--- config.mk ---
export PLATFORM = sky130hd
export DESIGN_NAME = wdg_guard
export DESIGN_NICKNAME = d
export VERILOG_FILES = /design/src/rtl/wdg_pkg.sv /design/src/rtl/wdg_unlock.sv /design/src/rtl/wdg_cfg.sv /design/src/rtl/wdg_timer.sv /design/src/rtl/wdg_guard.sv
export SDC_FILE = /design/constraint.sdc
export NUM_CORES = 1
export LEC_CHECK = 0
export CELL_PAD_IN_SITES_DETAIL_PLACEMENT = 0
export CELL_PAD_IN_SITES_GLOBAL_PLACEMENT = 2
export CORE_MARGIN = 8
export CORE_UTILIZATION = 34
export DETAILED_ROUTE_END_ITERATION = 10
export HOLD_SLACK_MARGIN = 0.02
export PLACE_DENSITY_LB_ADDON = 0.1
export SETUP_SLACK_MARGIN = 0.05
export SYNTH_ARGS = -nofsm -noshare
export SYNTH_HDL_FRONTEND = slang
export SYNTH_SLANG_ARGS = --single-unit
--- constraint.sdc ---
create_clock -name clk -period 2.99 [get_ports clk]
set_input_delay 0.4485 -clock clk [delete_from_list [all_inputs] [get_ports clk]]
set_output_delay 0.4485 -clock clk [all_outputs]
set_load 0.02 [all_outputs]
--- src/rtl/wdg_pkg.sv ---
package wdg_pkg;
   localparam int unsigned REG_W      = 8;
   localparam int unsigned PER_W      = 4;
   localparam int unsigned NUM_SEL    = 1 << PER_W;
   localparam logic [REG_W-1:0] UNLOCK_SIG = 8'hD8;
   localparam int unsigned EN_BIT     = 4;
   localparam int unsigned MODE_BIT   = 5;
   localparam int unsigned PEND_BIT   = 6;

   typedef struct packed {
      logic             irq_mode;
      logic             run;
      logic [PER_W-1:0] per;
   } wdg_cfg_t;
endpackage

--- src/rtl/wdg_unlock.sv ---
module wdg_unlock
   import wdg_pkg::*;
#(
   parameter int unsigned WIN_CYCLES = 4
) (
   input  logic             clk,
   input  logic             rst_n,
   input  logic             key_wr,
   input  logic [REG_W-1:0] key_data,
   input  logic             cfg_wr,
   output logic             win_open
);
   localparam int unsigned WC_W = $clog2(WIN_CYCLES + 1);

   if (WIN_CYCLES < 1) begin : g_bad_win
      $error("wdg_unlock: WIN_CYCLES must be at least 1");
   end

   logic [WC_W-1:0] left_q;
   logic            sig_hit;

   assign sig_hit  = key_wr && (key_data == UNLOCK_SIG);
   assign win_open = (left_q != '0);

   always_ff @(posedge clk or negedge rst_n) begin
      if (!rst_n) begin
         left_q <= '0;
      end else if (sig_hit) begin
         left_q <= WC_W'(WIN_CYCLES);
      end else if (cfg_wr && win_open) begin
         left_q <= '0;
      end else if (win_open) begin
         left_q <= left_q - 1'b1;
      end
   end
endmodule

--- src/rtl/wdg_cfg.sv ---
module wdg_cfg
   import wdg_pkg::*;
(
   input  logic       clk,
   input  logic       rst_n,
   input  logic       safety_lvl,
   input  logic       cfg_wr,
   input  logic [5:0] cfg_data,
   input  logic       win_open,
   output wdg_cfg_t   cfg
);
   logic             en_q;
   logic             mode_q;
   logic [PER_W-1:0] per_q;
   logic             accept;
   logic             turn_off;

   assign turn_off = en_q && !cfg_data[EN_BIT];

   always_comb begin
      accept = 1'b0;
      if (cfg_wr) begin
         if (safety_lvl) begin
            accept = win_open;
         end else begin
            accept = win_open || !turn_off;
         end
      end
   end

   always_ff @(posedge clk or negedge rst_n) begin
      if (!rst_n) begin
         en_q   <= 1'b0;
         mode_q <= 1'b0;
         per_q  <= '0;
      end else if (accept) begin
         per_q  <= cfg_data[PER_W-1:0];
         mode_q <= cfg_data[MODE_BIT];
         if (!safety_lvl) begin
            en_q <= cfg_data[EN_BIT];
         end
      end
   end

   assign cfg.run      = safety_lvl || en_q;
   assign cfg.irq_mode = mode_q;
   assign cfg.per      = per_q;
endmodule

--- src/rtl/wdg_timer.sv ---
module wdg_timer
   import wdg_pkg::*;
#(
   parameter int unsigned BASE_LOG2 = 11,
   parameter int unsigned NUM_CODES = 10
) (
   input  logic             clk,
   input  logic             rst_n,
   input  logic             tick,
   input  logic             kick,
   input  logic             run,
   input  logic             irq_mode,
   input  logic [PER_W-1:0] per,
   output logic             irq_pend,
   output logic             rst_pulse
);
   localparam int unsigned CNT_W = BASE_LOG2 + NUM_CODES - 1;

   if (NUM_CODES < 1 || NUM_CODES > NUM_SEL) begin : g_bad_codes
      $error("wdg_timer: NUM_CODES out of range");
   end
   if (BASE_LOG2 < 1 || CNT_W > 40) begin : g_bad_base
      $error("wdg_timer: BASE_LOG2 out of range");
   end

   logic [CNT_W-1:0] term_tab [NUM_SEL];
   logic [CNT_W-1:0] cnt_q;
   logic             hit;

   for (genvar g = 0; g < NUM_SEL; g++) begin : g_term
      localparam int unsigned CODE = (g < NUM_CODES) ? g : NUM_CODES - 1;
      localparam int unsigned EXP  = BASE_LOG2 + CODE;
      assign term_tab[g] = CNT_W'((64'd1 << EXP) - 64'd1);
   end

   assign hit = (cnt_q >= term_tab[per]);

   always_ff @(posedge clk or negedge rst_n) begin
      if (!rst_n) begin
         cnt_q     <= '0;
         irq_pend  <= 1'b0;
         rst_pulse <= 1'b0;
      end else begin
         rst_pulse <= 1'b0;
         if (kick) begin
            cnt_q    <= '0;
            irq_pend <= 1'b0;
         end else if (!run) begin
            cnt_q <= '0;
         end else if (tick) begin
            if (hit) begin
               cnt_q <= '0;
               if (irq_mode) begin
                  irq_pend <= 1'b1;
               end else begin
                  rst_pulse <= 1'b1;
               end
            end else begin
               cnt_q <= cnt_q + 1'b1;
            end
         end
      end
   end
endmodule

--- src/rtl/wdg_guard.sv ---
module wdg_guard
   import wdg_pkg::*;
#(
   parameter int unsigned BASE_LOG2  = 11,
   parameter int unsigned NUM_CODES  = 10,
   parameter int unsigned WIN_CYCLES = 4
) (
   input  logic       clk,
   input  logic       rst_n,
   input  logic       safety_lvl,
   input  logic       wdt_tick,
   input  logic       kick,
   input  logic       wr_en,
   input  logic       wr_sel,
   input  logic [7:0] wr_data,
   output logic [7:0] ctrl_rd,
   output logic       irq_req,
   output logic       sys_rst_req
);
   logic     cfg_wr;
   logic     key_wr;
   logic     win_open;
   logic     irq_pend;
   wdg_cfg_t cfg;

   assign cfg_wr = wr_en && !wr_sel;
   assign key_wr = wr_en && wr_sel;

   wdg_unlock #(.WIN_CYCLES(WIN_CYCLES)) u_unlock (
      .clk      (clk),
      .rst_n    (rst_n),
      .key_wr   (key_wr),
      .key_data (wr_data),
      .cfg_wr   (cfg_wr),
      .win_open (win_open)
   );

   wdg_cfg u_cfg (
      .clk        (clk),
      .rst_n      (rst_n),
      .safety_lvl (safety_lvl),
      .cfg_wr     (cfg_wr),
      .cfg_data   (wr_data[5:0]),
      .win_open   (win_open),
      .cfg        (cfg)
   );

   wdg_timer #(.BASE_LOG2(BASE_LOG2), .NUM_CODES(NUM_CODES)) u_timer (
      .clk       (clk),
      .rst_n     (rst_n),
      .tick      (wdt_tick),
      .kick      (kick),
      .run       (cfg.run),
      .irq_mode  (cfg.irq_mode),
      .per       (cfg.per),
      .irq_pend  (irq_pend),
      .rst_pulse (sys_rst_req)
   );

   assign ctrl_rd = {1'b0, irq_pend, cfg.irq_mode, cfg.run, cfg.per};
   assign irq_req = irq_pend;
endmodule

# Word-level counts from Yosys, hierarchy flattened
# Memories as Yosys holds them, arrays and structs flattened.
# Cells that the tools add are included.
[word_totals]
latch_bits = 0
regBits = 31
rom_bits = 320
wordCells = 55
mem_count = 1
out_inout_bits = 10
input_bits = 15
ramBits = 0
[classes]
shift = 0
n_bitwise = 2
multipliers = 0
eq_ne = 2
n_div = 0
n_reduce_logical = 18
muxes = 21
add_sub_neg = 2
n_lt_le_gt_ge = 2
[mem_list]
columns = ["memory", "words", "width", "rd", "rd_ports_with_merged_regs", "write_ports", "line_no", "rtl"]
rows = [
  ["(name not given)", 16, 20, 1, 0, 0, "wdg_timer.sv:36", "assign hit = (cnt_q >= term_tab[per]);"],
]
[op_table]
columns = ["operator", "n"]
rows = [
  ["20-bit two-way mux", 6],
  ["20-bit by 1-bit adder with 20-bit output, second input constant", 1],
  ["20-bit >= comparator", 1],
  ["1-bit two-way mux", 12],
  ["3-bit two-way mux", 3],
  ["8-bit equality test, second input constant", 1],
  ["2-bit nonzero test", 4],
  ["3-bit nonzero test", 2],
  ["5-bit >= comparator, second input constant", 1],
  ["1-bit logical AND", 5],
  ["4-bit NOT with 5-bit output", 1],
  ["4-bit AND reduction", 1],
  ["1-bit zero test", 3],
  ["3-bit inequality test, second input constant", 1],
  ["3-bit by 1-bit subtractor with 3-bit output, second input constant", 1],
  ["1-bit logical OR", 2],
  ["2-bit AND reduction", 1],
  ["1-bit NOT", 1],
]

# Depth between registers and ports, before layout
# Gate-level depths: netlist of run 1.
[logic_depth]
depth_word = 9
depth_mapped = 10

# Hierarchy
# Synthesis of run 1 repeated with hierarchy kept, for this count alone.
[hier_totals]
hier_cells = 184
area_unflattened_um2 = 1929.4
[by_module_without_submodules]
columns = ["module", "area_per_inst_um2", "instances", "cells_per_inst"]
rows = [
  ["wdg_timer", 1438.9, 1, 140],
  ["wdg_cfg", 275.3, 1, 19],
  ["wdg_unlock", 180.2, 1, 20],
  ["wdg_guard", 35.0, 1, 5],
]

# Least setup slack after synthesis of run 1
# No wires, ideal clock.
[synth_timing]
path_type = "register to register"
from = "register u_cfg.per_q[1]"
to = "register u_timer.cnt_q[16]"
slack_ns = 0.491
synth_period_minus_slack_ns = 2.499
arrival_time_ns = 2.417
stages_incl_launch_ff = 10
cell_sequence = "dfrtp_1 or2_2 o21ai_0 ha_1 a21oi_1 o21ai_1 a21o_1 nor4_2 a41oi_1 a31oi_1"
[synth_via]
elab_chain_len = 9
[synth_rtl]
columns = ["element", "line_no", "rtl"]
rows = [
  ["start, declared", "wdg_cfg.sv:14", "logic [PER_W-1:0] per_q;"],
  ["start signal, assigned", "wdg_cfg.sv:37", "per_q <= cfg_data[PER_W-1:0];"],
  ["4-bit NOT with 5-bit output (not written as such)", "wdg_timer.sv:36", ""],
  ["memory read 16 x 20 bit", "n/a", ""],
  ["20-bit two-way mux (not written as such) (2 in series)", "wdg_timer.sv:36", ""],
  ["20-bit >= comparator", "wdg_timer.sv:36", ""],
  ["20-bit two-way mux", "wdg_timer.sv:51", "if (hit) begin"],
  ["20-bit two-way mux", "wdg_timer.sv:50", "end else if (tick) begin"],
  ["20-bit two-way mux", "wdg_timer.sv:48", "end else if (!run) begin"],
  ["20-bit two-way mux", "wdg_timer.sv:45", "if (kick) begin"],
  ["end signal, assigned", "wdg_timer.sv:59", "cnt_q <= cnt_q + 1'b1;"],
  ["end, declared", "wdg_timer.sv:27", "logic [CNT_W-1:0] cnt_q;"],
]
# Every way passes these cells. The select of a mux whose other input is x is not followed.
# A chain may end at the register's enable or synchronous reset.

# Worst setup path after layout of run 1
[layout_timing]
from = "register u_cfg.per_q[1]"
to = "register u_timer.cnt_q[12]"
# The elaborated chain is that of the path after synthesis.

==> flow_metrics.env, run 1 <==
export IMPL_syn_to_final_growth_pct=20.65
export IMPL_yosysUniqueCellTypes=43
export IMPL_crit_type="reg -> reg"
export IMPL_synthSimpleGateAreaFrac=0.2398
export IMPL_ys_top_cells_by_count="31 x dfrtp_1, 23 x nor2_1, 12 x ha_1"
export IMPL_wirelength_microns=4165
export IMPL_seq_power_share=0.432
export IMPL_fill_cells=515
export IMPL_start_util=0.3429
export IMPL_die_h_microns=89.60
export IMPL_skew_ps=3.324
export IMPL_grt_pass1_vias=1374
export IMPL_synth_avg_cell_area_sq_um=9.543
export IMPL_antenna_found_initial=0
export IMPL_synth_area_leaders="dfrtp_1 42%, ha_1 8.2%, nor2_1 4.7%, xor2_1 3.8%, mux2_2 3.7%"
export IMPL_htree_levels=2
export IMPL_nNetsFinal=244
export IMPL_synth_top_cell_area_share=0.4212
export IMPL_yosysWarningCount=0
export IMPL_cts_sink_count=31
export IMPL_multi_input_area_sq_um=974.7
export IMPL_synth_mux_area_frac=0.03668
export IMPL_clk_pin_slew_worst_paths_ps=60
export IMPL_syn_inst=193
export IMPL_p_sw_w=0.0004143
export IMPL_root_buffer="clkbuf_8"
export IMPL_grt_total_usage=0.1112
export IMPL_postCtsSetupRepairBufs=0
export IMPL_drv_cap=0
export IMPL_regArea_sq_um=775.7
export IMPL_ctsHoldBuffers=0
export IMPL_synth_area_leader_cell="dfrtp_1"
export IMPL_layout_setup_ws_ps=369.0
export IMPL_wire_per_inst_microns=14.41
export IMPL_dp_hpwl_microns=3186
export IMPL_synth_area_sq_um=1842
export IMPL_fmax_mhz=381.5
export IMPL_startpoint_type="flop"
export IMPL_io_pins=25
export IMPL_syn_nets=220
export IMPL_ctsResizeCount=0
export IMPL_async_reset_ff_frac=1.000
export IMPL_period_minus_slack_ps=2621
export IMPL_worstSetupEndpointType="flop"
export IMPL_clock_path_buffers=2
export IMPL_clock_power_share=0.270
export IMPL_tightest_slew_ps=577.4
export IMPL_die_w_microns=89.60
export IMPL_core_area_sq_um=5371
export IMPL_hold_viol=0
export IMPL_synthMostInstantiatedCell="dfrtp_1"
export IMPL_drc=0
export IMPL_slew_headroom=0.6125
export IMPL_final_antenna_net_count=0
export IMPL_overflow=0
export IMPL_p_comb_frac=0.298
export IMPL_grt_max_degree=32
export IMPL_cts_tree="done"
export IMPL_synth_compound_area_frac=0.09783
export IMPL_synth_top_family_by_area="simple AND/OR/NAND/NOR gates"
export IMPL_vias=1427
export IMPL_synth_xor_area_share=0.07133
export IMPL_rsz0062_at_grt="false"
export IMPL_outcome="complete, no violations"
export IMPL_clk_latency_ps=280
export IMPL_power_total_w=0.001241
export IMPL_die_area_sq_um=8028
export IMPL_place_gp_congestion=0.7468
export IMPL_ys_ff_latch=31
export IMPL_n_antenna_cell=0
export IMPL_detail_route_vias_per_cell=4.938
export IMPL_dr_first_iter_drc_count=55
export IMPL_p_per_area_nw_per_um2=558.3
export IMPL_leakage_nw=0.9634
export IMPL_numPortBuffers=23
export IMPL_p_int_w=0.0008263
export IMPL_hp_class="reg -> reg"
export IMPL_setup_viol=0
export IMPL_dpl_worst_slack_ps=332.6
export IMPL_ir_worst_vdd_mv=0.3415
export IMPL_synth_adder_area_share=0.08152
export IMPL_critPathMaxFanout=14
export IMPL_worstPathRequired_ps=3190
export IMPL_grt_first_pass_wirelength_microns=6748
export IMPL_setup_tns_ps=0
export IMPL_rows=27
export IMPL_synth_edf_count=0
export IMPL_cts_buffers_inserted=5
export IMPL_drive_above_1_share=0.1244
export IMPL_p_sw_frac=0.3339
export IMPL_first_pass_iters=4
export IMPL_timing_final_crit_share=0.8766
export IMPL_yosysSeqAreaShare=0.4212
export IMPL_arrival_ps=2830
export IMPL_synth_ff_type="dfrtp_1"
export IMPL_slew_viol_final=0
## worst max-delay path, cell delays in order (launching register included)
cell and delay, ps:
dfrtp_1 440, or2_2 320, o21ai_0 160, ha_1 280, a21oi_1 150, o21ai_1 80
a21o_1 190, o31ai_2 330, nand2_1 370, nor2_1 220
## per-layer routing
layer / wire length, microns / vias to the layer above / GRT usage
li1: - / 721 / -
met1: 2051 / 679 / 0.1462
met2: 1832 / 21 / 0.1658
met3: 225 / 6 / 0.03822
met4: 56 / 0 / 0.03625
met5: 0 / - / 0
## flip-flops by register name, indices dropped and copies added (netlist names)
register / flops
u_cfg.per_q: 4
u_timer.irq_pend: 1
u_timer.rst_pulse: 1
u_cfg.mode_q: 1
u_cfg.en_q: 1
u_timer.cnt_q: 20
u_unlock.left_q: 3
## power by group through the flow
| stage | logic (W) | clock network [W] | registers (W) |
|---|---|---|---|
| floorplan | 0.000251 | 0 | 0.000535 |
| global placement | 0.000360 | 0 | 0.000537 |
| detailed placement | 0.000376 | 0 | 0.000544 |
| CTS | 0.000378 | 0.000355 | 0.000536 |
| global route | 0.000411 | 0.000377 | 0.000545 |
| finish | 0.000370 | 0.000335 | 0.000536 |
## final cells by class
type                            count  area share
Clock inverter                      1    0.002252
Multi-Input combinational cell    142      0.4386
Tap cell                           72     0.04054
Clock buffer                        6     0.03716
Inverter                           11     0.01858
Sequential cell                    31      0.3491
Timing Repair Buffer               26      0.1137
## path summary, 6_finish.rpt
kind,slack [ps],startpoint,endpoint,cells past startpoint
min,490,u_unlock.left_q[2],u_unlock.left_q[2],1
max,370,u_cfg.per_q[1],u_timer.cnt_q[12],9
min in group asynchronous,560,rst_n,u_timer.cnt_q[7],2
max reg2reg,370,u_cfg.per_q[1],u_timer.cnt_q[12],9
max in group asynchronous,2140,rst_n,u_cfg.per_q[0],2
min reg2reg,490,u_unlock.left_q[2],u_unlock.left_q[2],1
## cell families after synthesis
logic type,count (synthesis)
and+or+nand+nor,79
DFF,31
AOI/OAI and AO/OA,29
buffers and inverters,20
xor gates and xnor gates,15
adders and majority gates,12
muxes,6
other,1
## stage by stage
stage               cells    util  cell area, sq um  hold slack [ps]
floorplan             193       -              1842            152.9
finish                289  0.4137              2222            490.0
detailed placement    282  0.3974              2135            480.4
global route          289  0.4137              2222            514.9
global placement      282  0.3974              2135            472.0
CTS                   289  0.4137              2222            495.3
## cell usage in the layout (no fill, tap or decap), types with 7 or more instances in the layout
master / instances
a21oi_1: 11
clkdlybuf4s50_1: 23
dfrtp_1: 31
ha_1: 12
inv_1: 11
nand2_1: 11
nand3_1: 10
nor2_1: 23
nor3_1: 10
xnor2_1: 7
xor2_1: 8
Power figures use the tool's default switching activity.
==> run 2, diff against run 1 <==
--- a/config.mk
+++ b/config.mk
@@ -10,9 +10,10 @@
 export CORE_MARGIN = 8
 export CORE_UTILIZATION = 34
 export DETAILED_ROUTE_END_ITERATION = 10
+export GPL_TIMING_DRIVEN = 0
 export HOLD_SLACK_MARGIN = 0.02
 export PLACE_DENSITY_LB_ADDON = 0.1
-export SETUP_SLACK_MARGIN = 0.05
+export SETUP_SLACK_MARGIN = 0.02
 export SYNTH_ARGS = -nofsm -noshare
 export SYNTH_HDL_FRONTEND = slang
 export SYNTH_SLANG_ARGS = --single-unit
==> run 2 against run 1 <==
  * Critical path depth up 1
  * Register-to-register slack lost 60 ps
  * Clock skew increased by 0.92 ps
  * Flip-flop and latch count unchanged
  * Sequential share of layout area decreased by 0.39 points
  * Global-route usage rose by 0.75 points
==> flow_metrics.env, run 2 (synthesis gave the netlist of run 1 again) <==
export IMPL_overflow=0
export IMPL_setup_viol=0
export IMPL_cts_buffers_inserted=5
export IMPL_timing_rr_start="u_cfg.per_q[1]"
export IMPL_hp_class="in -> async"
export IMPL_slowest_delay_ps=450
export IMPL_detail_route_vias_per_cell=4.936
export IMPL_place_gp_congestion=0.7474
export IMPL_critPathLaunch="u_cfg.per_q[1]"
export IMPL_io_pins=25
export IMPL_syn_to_final_growth_pct=22.01
export IMPL_n_antenna_cell=0
export IMPL_period_minus_slack_ps=2681
export IMPL_grt_pass1_vias=1451
export IMPL_layout_common_cells="31 x dfrtp_1, 23 x nor2_1, 22 x clkdlybuf4s50_1"
export IMPL_root_buffer="clkbuf_8"
export IMPL_largest_reg_flops=20
export IMPL_leakage_nw=0.9743
export IMPL_clk_pin_slew_worst_paths_ps=70
export IMPL_arrival_ps=2900
export IMPL_grt_max_degree=32
export IMPL_ctsHoldBuffers=0
export IMPL_first_pass_iters=4
export IMPL_critPathSlowestCell="dfrtp_1"
export IMPL_p_per_area_nw_per_um2=552.7
export IMPL_placedCellCount=288
export IMPL_final_antenna_net_count=0
export IMPL_crit_type="reg -> reg"
export IMPL_grt_first_pass_wirelength_microns=7113
export IMPL_skew_ps=4.242
export IMPL_rsz0062_at_grt="false"
export IMPL_vias=1461
export IMPL_startpoint_type="flop"
export IMPL_die_h_microns=89.60
export IMPL_outcome="complete, no violations"
export IMPL_start_util=0.3429
export IMPL_reg_largest_list="u_timer.cnt_q x20, u_cfg.per_q x4, u_unlock.left_q x3"
export IMPL_grt_total_usage=0.1187
export IMPL_dp_hpwl_microns=3259
export IMPL_fmax_mhz=372.9
export IMPL_rows=27
export IMPL_final_common_cell="dfrtp_1"
export IMPL_ir_worst_vdd_mv=0.3139
export IMPL_drv_cap=0
export IMPL_tightest_slew_ps=744.7
export IMPL_stdcell_area_sq_um=2247
export IMPL_worstPathRequired_ps=3200
export IMPL_setup_tns_ps=0
export IMPL_clock_path_buffers=2
export IMPL_timing_final_crit_share=0.8968
export IMPL_crit_chain="or2_2 > o21ai_0 > ha_1 > a21oi_1 > o21ai_1 > a21o_1 > o31ai_2 > nand2_1 > buf_2 > nor2_1"
export IMPL_drive_above_1_share=0.1295
export IMPL_ff2ff_path_depth=10
export IMPL_cts_sink_count=31
export IMPL_antenna_found_initial=0
export IMPL_critPathMaxFanout=10
export IMPL_slew_headroom=0.4993
export IMPL_worstSetupEndpointType="flop"
export IMPL_cts_tree="done"
export IMPL_wirelength_microns=4307
export IMPL_hold_viol=0
export IMPL_drc=0
export IMPL_r2r_end="u_timer.cnt_q[12]"
export IMPL_crit_path_end="u_timer.cnt_q[12]"
export IMPL_core_area_sq_um=5371
export IMPL_die_w_microns=89.60
export IMPL_placed_cell_area_sq_um=2157
export IMPL_dr_first_iter_drc_count=61
export IMPL_top_register="u_timer.cnt_q"
export IMPL_numPortBuffers=23
export IMPL_htree_levels=2
export IMPL_die_area_sq_um=8028
export IMPL_r2r_slack_ps=310
export IMPL_power_total_w=0.001242
export IMPL_clk_latency_ps=280
export IMPL_slew_viol_final=0
export IMPL_nNetsFinal=250
export IMPL_stdcell_count=296
export IMPL_wire_per_inst_microns=14.55
## run 2: changes by cell type in the layout (fill, tap and decap cells not counted), sizes merged
cell	before	now
clkdlybuf4s50	23	22
buf	3	6
clkbuf	6	11
## run 2: per-layer routing
metal / routed length, microns / up-vias / track usage
met5: 0 / - / 0
met4: 55 / 0 / 0.04079
met3: 224 / 6 / 0.03913
met2: 2046 / 25 / 0.1838
met1: 1981 / 696 / 0.1505
li1: - / 734 / -
## run 2: layout make-up
cell class                      count  area [sq um]
Fill cell                         541          3124
Multi-Input combinational cell    142         983.4
Sequential cell                    31         775.7
Timing Repair Buffer               23         225.2
Tap cell                           72         90.09
Clock buffer                        7         76.32
Buffer                              9         50.05
Inverter                           11         41.29
Clock inverter                      1         5.005
## run 2: repair_timing
action,in CTS,in global routing
setup buffers,0,0
hold endpoints to repair,0,0
endpoints found under the setup margin,0,1
resized for setup,0,1
## run 2: critical path, delay by kind of cell (launching register included)
family                   cells  cell delay [ps]
AND/OR/NAND/NOR              3              650
adder cells (fa/ha/maj)      1              280
buffers and inverters        1              240
AO/OA/AOI/OAI                5             1000
flip-flops                   1              450
## run 2: how the worst min path moves through the flow
stage | start | end | slack [ps] | cells after the start
2_1_floorplan | rst_n | u_cfg.en_q | 150 | 0
3_3_place_gp | u_unlock.left_q[2] | u_unlock.left_q[2] | 470 | 1
3_5_place_dp | u_unlock.left_q[2] | u_unlock.left_q[2] | 480 | 1
4_1_cts | rst_n | u_timer.cnt_q[8] | 240 | 1
5_1_grt | rst_n | u_timer.cnt_q[7] | 260 | 1
6_report | rst_n | u_timer.cnt_q[8] | 210 | 1
## run 2: per-stage QoR
step | worst slack [ps] | utilization | hold WS, ps
floorplan | 490.9 | - | 152.9
global placement | 266.1 | 0.4025 | 474.3
detailed placement | 179.2 | 0.4016 | 479.2
CTS | 151.1 | 0.4167 | 236.6
global route | 85.01 | 0.4184 | 264.2
finish | 308.5 | 0.4184 | 213.6
## run 2: power by group
group | switching, W | internal (W)
logic | 0.000218 | 0.000186
clock network | 0.000160 | 0.000163
registers | 0.0000437 | 0.000471
total | 0.000422 | 0.000820
